===== src/rtl/rtc_pkg.sv =====
package rtc_pkg;

    localparam int NUM_REGS = 7;

    typedef enum logic [2:0] {
        REG_SEC   = 3'd0,
        REG_MIN   = 3'd1,
        REG_HOUR  = 3'd2,
        REG_DATE  = 3'd3,
        REG_MONTH = 3'd4,
        REG_DOW   = 3'd5,
        REG_YEAR  = 3'd6
    } reg_idx_e;

    // First member sits at the most significant byte, so index 0 is seconds.
    typedef struct packed {
        logic [7:0] year;
        logic [7:0] dow;
        logic [7:0] month;
        logic [7:0] date;
        logic [7:0] hour;
        logic [7:0] min;
        logic [7:0] sec;
    } rtc_time_t;

    typedef struct packed {
        logic [7:0] value;
        logic       carry;
    } bcd_step_t;

    localparam rtc_time_t RESET_TIME = '{
        year:  8'h00,
        dow:   8'h01,
        month: 8'h01,
        date:  8'h01,
        hour:  8'h00,
        min:   8'h00,
        sec:   8'h00
    };

    // Two-digit BCD increment that wraps from 'last' to 'first'.
    function automatic bcd_step_t bcd_wrap_inc(input logic [7:0] v,
                                               input logic [7:0] last,
                                               input logic [7:0] first);
        bcd_step_t r;
        if (v == last) begin
            r.value = first;
            r.carry = 1'b1;
        end else if (v[3:0] >= 4'd9) begin
            r.value = {v[7:4] + 4'd1, 4'd0};
            r.carry = 1'b0;
        end else begin
            r.value = v + 8'd1;
            r.carry = 1'b0;
        end
        return r;
    endfunction

    // Leap year when the two-digit year is a multiple of four.
    function automatic logic is_leap(input logic [7:0] yr);
        logic [6:0] bin;
        bin = 7'(yr[7:4]) * 7'd10 + 7'(yr[3:0]);
        return (bin[1:0] == 2'b00);
    endfunction

    function automatic logic [7:0] month_last_day(input logic [7:0] mon,
                                                  input logic       leap);
        logic [7:0] d;
        case (mon)
            8'h02:                      d = leap ? 8'h29 : 8'h28;
            8'h04, 8'h06, 8'h09, 8'h11: d = 8'h30;
            default:                    d = 8'h31;
        endcase
        return d;
    endfunction

endpackage


===== src/rtl/rtc_prescaler.sv =====
module rtc_prescaler #(
    parameter int unsigned PRESCALE_DIV = 32768
) (
    input  logic clk,
    input  logic rst,
    input  logic base_tick,
    input  logic freeze,
    input  logic clear,
    output logic sec_tick
);
    localparam int CW = (PRESCALE_DIV > 2) ? $clog2(PRESCALE_DIV) : 1;
    localparam logic [CW-1:0] LAST = CW'(PRESCALE_DIV - 1);

    logic [CW-1:0] cnt;

    assign sec_tick = base_tick && !freeze && !clear && (cnt == LAST);

    always_ff @(posedge clk) begin
        if (rst || clear) begin
            cnt <= '0;
        end else if (base_tick && !freeze) begin
            cnt <= (cnt == LAST) ? '0 : cnt + 1'b1;
        end
    end
endmodule


===== src/rtl/rtc_hour_step.sv =====
module rtc_hour_step
    import rtc_pkg::*;
(
    input  logic [7:0] hour_i,
    output logic [7:0] hour_o,
    output logic       day_carry_o
);
    bcd_step_t h12_st;
    bcd_step_t h24_st;
    logic      pm;

    always_comb begin
        pm     = hour_i[5];
        h12_st = bcd_wrap_inc({3'b000, hour_i[4:0]}, 8'h12, 8'h01);
        h24_st = bcd_wrap_inc({2'b00, hour_i[5:0]}, 8'h23, 8'h00);
        if (hour_i[7]) begin
            if (hour_i[4:0] == 5'h11) begin
                hour_o      = {1'b1, 1'b0, ~pm, 5'h12};
                day_carry_o = pm;
            end else begin
                hour_o      = {1'b1, 1'b0, pm, h12_st.value[4:0]};
                day_carry_o = 1'b0;
            end
        end else begin
            hour_o      = {2'b00, h24_st.value[5:0]};
            day_carry_o = h24_st.carry;
        end
    end
endmodule


===== src/rtl/rtc_calendar_step.sv =====
module rtc_calendar_step
    import rtc_pkg::*;
(
    input  rtc_time_t cur,
    output rtc_time_t nxt
);
    bcd_step_t  s_st;
    bcd_step_t  m_st;
    bcd_step_t  d_st;
    bcd_step_t  mo_st;
    bcd_step_t  y_st;
    bcd_step_t  w_st;
    logic [7:0] hour_next;
    logic       day_carry;
    logic [7:0] last_day;

    rtc_hour_step u_hour (
        .hour_i      (cur.hour),
        .hour_o      (hour_next),
        .day_carry_o (day_carry)
    );

    always_comb begin
        s_st     = bcd_wrap_inc({1'b0, cur.sec[6:0]}, 8'h59, 8'h00);
        m_st     = bcd_wrap_inc(cur.min, 8'h59, 8'h00);
        last_day = month_last_day(cur.month, is_leap(cur.year));
        d_st     = bcd_wrap_inc(cur.date, last_day, 8'h01);
        mo_st    = bcd_wrap_inc(cur.month, 8'h12, 8'h01);
        y_st     = bcd_wrap_inc(cur.year, 8'h99, 8'h00);
        w_st     = bcd_wrap_inc(cur.dow, 8'h07, 8'h01);

        nxt     = cur;
        nxt.sec = {cur.sec[7], s_st.value[6:0]};
        if (s_st.carry) begin
            nxt.min = m_st.value;
            if (m_st.carry) begin
                nxt.hour = hour_next;
                if (day_carry) begin
                    nxt.date = d_st.value;
                    nxt.dow  = w_st.value;
                    if (d_st.carry) begin
                        nxt.month = mo_st.value;
                        if (mo_st.carry) begin
                            nxt.year = y_st.value;
                        end
                    end
                end
            end
        end
    end
endmodule


===== src/rtl/bcd_rtc.sv =====
module bcd_rtc
    import rtc_pkg::*;
#(
    parameter int unsigned PRESCALE_DIV = 32768
) (
    input  logic       clk,
    input  logic       rst,
    input  logic       base_tick,
    input  logic       wr_en,
    input  logic [2:0] wr_sel,
    input  logic [7:0] wr_data,
    output logic [7:0] sec_o,
    output logic [7:0] min_o,
    output logic [7:0] hour_o,
    output logic [7:0] date_o,
    output logic [7:0] month_o,
    output logic [7:0] dow_o,
    output logic [7:0] year_o
);
    localparam logic [NUM_REGS-1:0][7:0] RESET_ARR = RESET_TIME;

    logic [NUM_REGS-1:0][7:0] regs;
    logic [NUM_REGS-1:0][7:0] nxt_arr;
    rtc_time_t                cur;
    rtc_time_t                nxt;
    logic                     halt;
    logic                     sec_tick;
    logic                     sec_write;

    assign cur       = rtc_time_t'(regs);
    assign nxt_arr   = nxt;
    assign halt      = cur.sec[7];
    assign sec_write = wr_en && (wr_sel == REG_SEC);

    rtc_prescaler #(.PRESCALE_DIV(PRESCALE_DIV)) u_pre (
        .clk       (clk),
        .rst       (rst),
        .base_tick (base_tick),
        .freeze    (halt || wr_en),
        .clear     (sec_write),
        .sec_tick  (sec_tick)
    );

    rtc_calendar_step u_step (
        .cur (cur),
        .nxt (nxt)
    );

    for (genvar g = 0; g < NUM_REGS; g++) begin : g_reg
        logic [7:0] q;
        always_ff @(posedge clk) begin
            if (rst) begin
                q <= RESET_ARR[g];
            end else if (wr_en && (wr_sel == 3'(g))) begin
                q <= wr_data;
            end else if (sec_tick) begin
                q <= nxt_arr[g];
            end
        end
        assign regs[g] = q;
    end

    assign sec_o   = cur.sec;
    assign min_o   = cur.min;
    assign hour_o  = cur.hour;
    assign date_o  = cur.date;
    assign month_o = cur.month;
    assign dow_o   = cur.dow;
    assign year_o  = cur.year;
endmodule


===== config.mk =====
export PLATFORM = sky130hd
export DESIGN_NAME = bcd_rtc
export DESIGN_NICKNAME = d
export VERILOG_FILES = /design/src/rtl/rtc_pkg.sv /design/src/rtl/rtc_prescaler.sv /design/src/rtl/rtc_hour_step.sv /design/src/rtl/rtc_calendar_step.sv /design/src/rtl/bcd_rtc.sv
export SDC_FILE = /design/constraint.sdc
export NUM_CORES = 1
export LEC_CHECK = 0
export BUFFER_PORTS_ARGS = -buffer_cell sky130_fd_sc_hd__buf_2
export CAP_MARGIN = 0
export CORE_UTILIZATION = 54
export CTS_BUF_LIST = sky130_fd_sc_hd__clkbuf_8
export CTS_CLUSTER_DIAMETER = 120
export CTS_CLUSTER_SIZE = 28
export DETAILED_ROUTE_END_ITERATION = 10
export HOLD_SLACK_MARGIN = 0.02
export PLACE_DENSITY = 0.8
export SYNTH_ARGS = -nofsm -noshare
export SYNTH_HDL_FRONTEND = slang
export SYNTH_SLANG_ARGS = --single-unit

===== constraint.sdc =====
create_clock -name clk -period 2.49 [get_ports clk]
set_input_delay 0.3735 -clock clk [delete_from_list [all_inputs] [get_ports clk]]
set_output_delay 0.3735 -clock clk [all_outputs]
set_load 0.02 [all_outputs]

==> results of run 1 <==
worst max-delay path, stage by stage (launching register included):
cell,delay (ns)
dfxtp_2,0.38
inv_1,0.08
ha_1,0.21
nor2_1,0.15
o22ai_2,0.12
a31o_2,0.28
o211a_1,0.27
buf_4,0.17
nor4_4,0.26
buf_4,0.20
a311oi_1,0.11
a2111oi_2,0.24
layout by cell type, fill, tap and decap left out, drive strengths merged, types with 3 or more instances in the layout:
| cell type | synthesis | routed |
|---|---|---|
| a211o | 4 | 4 |
| a211oi | 12 | 12 |
| a21oi | 29 | 29 |
| a22oi | 3 | 3 |
| a311oi | 14 | 14 |
| a31oi | 13 | 13 |
| and2 | 5 | 5 |
| and3 | 6 | 6 |
| and4 | 3 | 3 |
| buf | 6 | 134 |
| bufinv | 0 | 3 |
| clkbuf | 24 | 9 |
| dfxtp | 71 | 71 |
| ha | 37 | 37 |
| inv | 31 | 33 |
| nand2 | 61 | 61 |
| nand2b | 5 | 5 |
| nand3 | 37 | 37 |
| nand3b | 3 | 3 |
| nand4 | 17 | 17 |
| nor2 | 76 | 76 |
| nor2b | 3 | 3 |
| nor3 | 33 | 33 |
| nor4 | 9 | 9 |
| o211ai | 6 | 6 |
| o21ai | 26 | 26 |
| o31a | 4 | 4 |
| o31ai | 7 | 7 |
| or2 | 3 | 3 |
| or3 | 5 | 5 |
| or4 | 4 | 4 |
| or4b | 4 | 4 |
| xnor2 | 6 | 6 |
| xor2 | 11 | 11 |
routing by layer:
| metal | up-vias | part of all wire | wire length [um] | track usage |
|---|---|---|---|---|
| li1 | 2464 | - | - | - |
| met1 | 2456 | 0.41 | 6125 | 0.4272 |
| met2 | 248 | 0.47 | 6947 | 0.5387 |
| met3 | 57 | 0.092 | 1374 | 0.06380 |
| met4 | 0 | 0.031 | 462 | 0.1418 |
| met5 | - | 0 | 0 | 0 |
sequential cells by signal (all words and copies together) (netlist names):
register   cells
month_o        8
sec_o          8
u_pre.cnt     15
min_o          8
dow_o          8
year_o         8
hour_o         8
date_o         8
power breakdown:
group,leakage [uW],switching [uW],internal [uW]
sequential,0.000581,31.0,1160
combinational,0.00179,214,120
clock,0.000120,503,668
total,0.00249,748,1950
through the flow:
step,total power (uW),hold slack (ns)
global route,2777,0.3665
detailed placement,1530,0.4713
floorplan,1403,0.4402
global placement,1520,0.4516
CTS,2669,0.3728
finish,2698,0.3866
worst paths after layout:
path | start | to | slack, ns | depth (start not counted)
setup / recovery | month_o[1] | year_o[2] | -0.08 | 11
hold / removal | wr_data[6] | date_o[6] | 0.39 | 3
setup reg to reg | month_o[1] | year_o[2] | -0.08 | 11
hold reg to reg | hour_o[7] | hour_o[7] | 0.49 | 2
layout make-up:
cell class	instances	area (um^2)	share of cell area
flip-flops and latches	71	1443	0.2418
multi-input cells	479	3188	0.5343
inverters	31	116.4	0.01950
well taps	105	131.4	0.02202
clock inverters	7	117.6	0.01971
clock buffers	9	123.9	0.02076
repair buffers	134	847.1	0.1420
cells in the mapped netlist (6+ instances only):
cell and n:
nor2_1 76, dfxtp_1 71, nand2_1 60, ha_1 37
nand3_1 36, nor3_1 32, inv_1 31, a21oi_1 29
o21ai_0 26, clkbuf_1 24, nand4_1 16, a311oi_1 14
a31oi_1 13, a211oi_1 12, xor2_1 11, o31ai_1 7
and3_1 6, nor4_1 6, o211ai_1 6, xnor2_1 6
repair_timing:
action	in CTS	in global routing
buffers inserted	2	5
pin swaps	4	6
endpoints found under the setup margin	6	20
gates resized for setup	5	20
cells by family (layout without fill, tap and decap cells):
group                    after synthesis  count (layout)
flip-flops                            71              71
AO/OA/AOI/OAI                        141             141
adder cells (fa/ha/maj)               37              37
XOR/XNOR                              17              17
AND/OR/NAND/NOR                      282             282
buffers and inverters                 61             181
multiplexers                           2               2
==> results by group, run 1 <==
Run status
  – Status: complete, but fails checks
  – Failing checks: negative setup slack

Cells and area
  – Area grow syn2layout: 26.33%
  – Filler cells: 670
  – Layout cell share with drive strength beyond 1: 0.2804
  – NumNets Final: approximately 780
  – Antenna cells: 0
  – Finished Layout Cells: ~840
  – Layout Utilization: 0.7154
  – Final Instance Area: slightly below 0.006 mm^2

Synthesis
  – Adder-cell share of the synthesized area: 0.09801
  – Post-synthesis compound-gate area fraction: 0.2042
  – Synth top area share: 0.3009
  – Ys async rst share: 0
  – Syn_area_per_cell: roughly 7.7 um^2
  – Syn_nets: ~660
  – Synth unique cells: between 60 and 70
  – Synthesis-stage register bit count: approximately 70
  – Warnings, synthesis: 0
  – Largest cells by area after synthesis: dfxtp_1 30%, ha_1 9.8%, nor2_1 6.0%
  – Simple-Gate Fraction of Synth Area: 0.3075
  – Xor-xnor portion of the synthesized cell area: 0.03152
  – Register area share after synthesis: 0.3009
  – Mux contribution to synthesized area: 0.004503
  – Syn Inst Count: approximately 610
  – Top_reg_cell synth: dfxtp_1
  – Yosys top cell by area: dfxtp_1
  – EDFF count, synth: 0
  – Largest family of logic cells by synthesized area: simple AND/OR/NAND/NOR gates
  – Synthesized cell area: around 0.0047 mm^2

Floorplan
  – # IOs: 71
  – Chip width: 95.53 um
  – Core box area: 0.008341 mm^2
  – Starting Density: 0.5663
  – Die height: 95.53 um
  – Die area: just over 0.009 mm^2
  – Row count: 33

Route
  – Via count: between 5k and 6k
  – DRT Wirelength: approximately 15000 um
  – Routed WL per cell: 17.83 um
  – Drt drc: 0
  – Detail Route Antenna Nets: 0
  – Drt pass-1 iters: 6
  – Vias per cell: roughly 6.3
  – Iteration-0 DRC count of the detailed router: between 400 and 500

Timing
  – Finish-stage setup viols: 10
  – Final Hold Vio Count: 0
  – Max_slew headroom: 0.5900
  – Final period util: 1.031
  – Fmax: 389.5 MHz
  – Tmin final: 2.567 ns
  – Clock skew: about 0.014 ns
  – Unrepaired setup endpoints after global routing: yes
  – Worst slew pin tran: around 0.61 ns
  – Fin. max-slew vios: 0
  – Final worst-path setup slack: -0.07747 ns
  – Sum of negative setup slack: -0.3727 ns

Clock network
  – CTS tree: built
  – Clk slew on worst S/H paths: around 0.090 ns
  – TritonCTS Buffers: 9
  – Clk_lat worst skew: ~0.36 ns
  – Clock tree sinks: between 70 and 80
  – Max clock buf depth: 2
  – Root Driver: clkbuf_8
  – Hold-fix buffers, CTS: 0
  – Htree depth: 3

Placement
  – Worst slack, placed: -0.07475 ns
  – Post-DP HPWL: slightly above 10000 um
  – Routability cong.: around 0.92
  – Count of input and output buffers: 70
  – DP Cell Count: between 800 and 900
  – Placed Area: between 0.005 and 0.006 mm^2

Critical path
  – CP arrival: 2.82 ns
  – CP max FO: 6
  – Req. time, crit path: 2.74 ns
  – Critical Path End Type: register
  – Startpoint Class: register
  – Kind of critical path: register to register

Pwr
  – Pwr dens: 452.2 mW/mm^2
  – Lkg Pwr: around 0.0025 uW
  – Peak VDD IR: between 0.2 and 0.25 mV

GRT
  – Initial antenna violation count: 0
  – Vias in the first global route: 4873
  – GRT overflow: 0
  – GR Util All Layers: 0.3317
  – First-pass GRT wire length: between 20000 and 25000 um
  – Pin count of the biggest net entering global routing: 33

Job
  – Number of max-cap violations: 0

Min path
  – Worst Hold Class: input pin to register
(Power assumes the default switching activity.)
==> inputs of run 2 (changes only) <==
--- a/config.mk
+++ b/config.mk
@@ -7,13 +7,12 @@
 export LEC_CHECK = 0
 export BUFFER_PORTS_ARGS = -buffer_cell sky130_fd_sc_hd__buf_2
 export CAP_MARGIN = 0
-export CORE_UTILIZATION = 54
-export CTS_BUF_LIST = sky130_fd_sc_hd__clkbuf_8
+export CORE_UTILIZATION = 52
 export CTS_CLUSTER_DIAMETER = 120
 export CTS_CLUSTER_SIZE = 28
 export DETAILED_ROUTE_END_ITERATION = 10
 export HOLD_SLACK_MARGIN = 0.02
-export PLACE_DENSITY = 0.8
+export PLACE_DENSITY = 0.78
 export SYNTH_ARGS = -nofsm -noshare
 export SYNTH_HDL_FRONTEND = slang
 export SYNTH_SLANG_ARGS = --single-unit
==> run 2 against run 1 <==
  * The run still ends with negative setup slack left
  * Largest power group unchanged
  * Combinational power down 5%
  * Non-clock buffer count fell by 14
  * Setup slack better by 0.0063 ns
==> results by group, run 2 (synthesized netlist as in run 1, its figures left out) <==
Floorplan
  – Die height: 97.31 um (+1.9%)
  – Row count: 34 (+3.0%)
  – Die area: 0.009468 mm^2 (+3.8%)
  – Chip width: 97.31 um (+1.9%)
  – Core box area: 0.008763 mm^2 (+5.1%)
  – # IOs: 71 (unchanged)
  – Starting Density: 0.5390 (-0.02733)

GRT
  – First-pass GRT wire length: 22870 um (-2.4%)
  – Pin count of the biggest net entering global routing: 32 (-3.0%)
  – Vias in the first global route: 4745 (-2.6%)
  – Initial antenna violation count: 0 (unchanged)
  – GR Util All Layers: 0.2958 (-0.03593)
  – GRT overflow: 0 (unchanged)

Route
  – Detail Route Antenna Nets: 0 (unchanged)
  – Drt drc: 0 (unchanged)
  – Iteration-0 DRC count of the detailed router: 275 (-39%)
  – DRT Wirelength: 14350 um (-3.8%)
  – Drt pass-1 iters: 5 (-1)
  – Via count: 5160 (-1.2%)
  – Routed WL per cell: 17.39 um (-2.5%)
  – Vias per cell: 6.255 (about the same)

Critical path
  – Worst setup startpoint: month_o[1]
  – Kind of critical path: register to register
  – Req. time, crit path: 2.72 ns (-0.02 ns)
  – Startpoint Class: register
  – Worst r2r src: month_o[1]
  – CP arrival: 2.79 ns (-0.03 ns)
  – FF-to-FF setup slack: -0.07 ns (about the same)
  – CP max FO: 5 (-1)
  – Critical Path End Type: register

Timing
  – Sum of negative setup slack: -0.2468 ns (+0.1259 ns)
  – Fin. max-slew vios: 0 (unchanged)
  – Unrepaired setup endpoints after global routing: yes
  – Tmin final: 2.561 ns (-0.006257 ns)
  – Hold WS: 0.3616 ns (-0.02500 ns)
  – Finish-stage setup viols: 8 (-2)
  – Max_slew headroom: 0.4787 (-0.1112)
  – Clock skew: 0.008122 ns (-0.005705 ns)
  – Final period util: 1.029 (-0.002513)
  – Worst slew pin tran: 0.7753 ns (+0.1655 ns)
  – Final Hold Vio Count: 0 (unchanged)
  – Final worst-path setup slack: -0.07121 ns (+0.006257 ns)
  – Fmax: 390.4 MHz (+0.24%)

Cells and area
  – Top reg by flops: u_pre.cnt
  – NumNets Final: 764 (-1.8%)
  – Filler cells: 735 (+9.7%)
  – Most frequent cells in the layout: 72 x nor2_1, 70 x buf_2, 58 x nand2_1, 58 x dfxtp_1, 50 x buf_4
  – Area grow syn2layout: 23.47%
  – Layout cell share with drive strength beyond 1: 0.2678 (-0.01266)
  – Antenna cells: 0 (unchanged)
  – Largest register FFs: 15 (unchanged)
  – Final Instance Area: 0.005832 mm^2 (-2.3%)
  – Commonest non-fill, non-tap cell in the layout: nor2_1

Pwr
  – Total power: 2566 uW (-4.9%)
  – Pwr dens: 440.0 mW/mm^2 (-2.7%)
  – Lkg Pwr: 0.002400 uW (-3.5%)
  – Peak VDD IR: 0.2101 mV (-12%)

Placement
  – Placed Area: 0.005448 mm^2 (-2.0%)
  – Post-DP HPWL: 9968 um (-2.2%)
  – Routability cong.: 0.9147 (-0.12%)
  – Count of input and output buffers: 70 (unchanged)
  – Worst slack, placed: -0.1821 ns (-0.1074 ns)

Clock network
  – Clock tree sinks: 71 (unchanged)
  – CTS tree: built
  – Hold-fix buffers, CTS: 0 (unchanged)
  – Clk slew on worst S/H paths: 0.08 ns (about the same)
  – Htree depth: 3 (unchanged)
  – TritonCTS Buffers: 9 (unchanged)
  – Root Driver: clkbuf_8
  – Clk_lat worst skew: 0.35 ns (about the same)
  – Max clock buf depth: 2 (unchanged)

Run status
  – Failing checks: negative setup slack
  – Status: complete, but fails checks

Job
  – Number of max-cap violations: 0 (unchanged)

Min path
  – Worst Hold Class: input pin to register
  – Hold_sp: wr_sel[0]
run 2: cell count changes in the layout (fill, tap and decap cells not counted), moves of 2 or more:
cell / before / now
nor4_2: 0 / 2
ha_4: 0 / 2
a311oi_1: 11 / 13
nor2_2: 1 / 3
clkinv_2: 1 / 3
a311oi_2: 3 / 1
buf_4: 62 / 50
dfxtp_2: 11 / 9
dfxtp_4: 2 / 4
run 2: worst max-delay path, cell delays in order, from the launching register on:
cell,delay (ns)
dfxtp_4,0.38
inv_1,0.08
ha_1,0.24
nand2_1,0.10
o22ai_2,0.09
a31o_2,0.27
o211a_1,0.29
or3b_2,0.54
o41ai_2,0.35
o21ai_0,0.12
run 2: cell type report:
cell class	count	area, um^2	area share
inverters	31	116.4	0.01995
clock inverters	6	83.83	0.01437
multi-input cells	479	3186	0.5462
repair buffers	120	725.7	0.1244
clock buffers	10	137.6	0.02360
flip-flops and latches	71	1448	0.2482
well taps	108	135.1	0.02317
run 2: final timing paths:
path                            cells past startpoint         to
worst max-delay path                                9  year_o[6]
worst min-delay path                                3   min_o[3]
worst max register to register                      9  year_o[6]
worst min register to register                      2  hour_o[6]
run 2: what timing repair did:
action | in CTS | in global routing
resized for setup | 6 | 18
endpoints found under the setup margin | 12 | 20
pin swaps | 4 | 12
setup buffers | 1 | 6
run 2: per-stage QoR:
stage                     std cells    util
after global routing            825  0.6655
final                           825  0.6655
after global placement          802  0.6216
after floorplan                 611       -
after detailed placement        802  0.6216
after CTS                       819  0.6503
run 2: report_power, final:
part / total, uW / internal (uW) / leakage (uW) / switching (uW)
registers: 1200 / 1160 / 0.000582 / 37.0
clock network: 1050 / 589 / 0.000116 / 465
logic: 316 / 113 / 0.00170 / 203
run 2: metal layers:
metal  global-route usage  up-vias  part of all wire
met5                    0        -                 0
met3              0.04532       45             0.070
met1               0.3752     2447              0.42
li1                     -     2448                 -
met4               0.1425        0             0.033
met2               0.4913      220              0.47
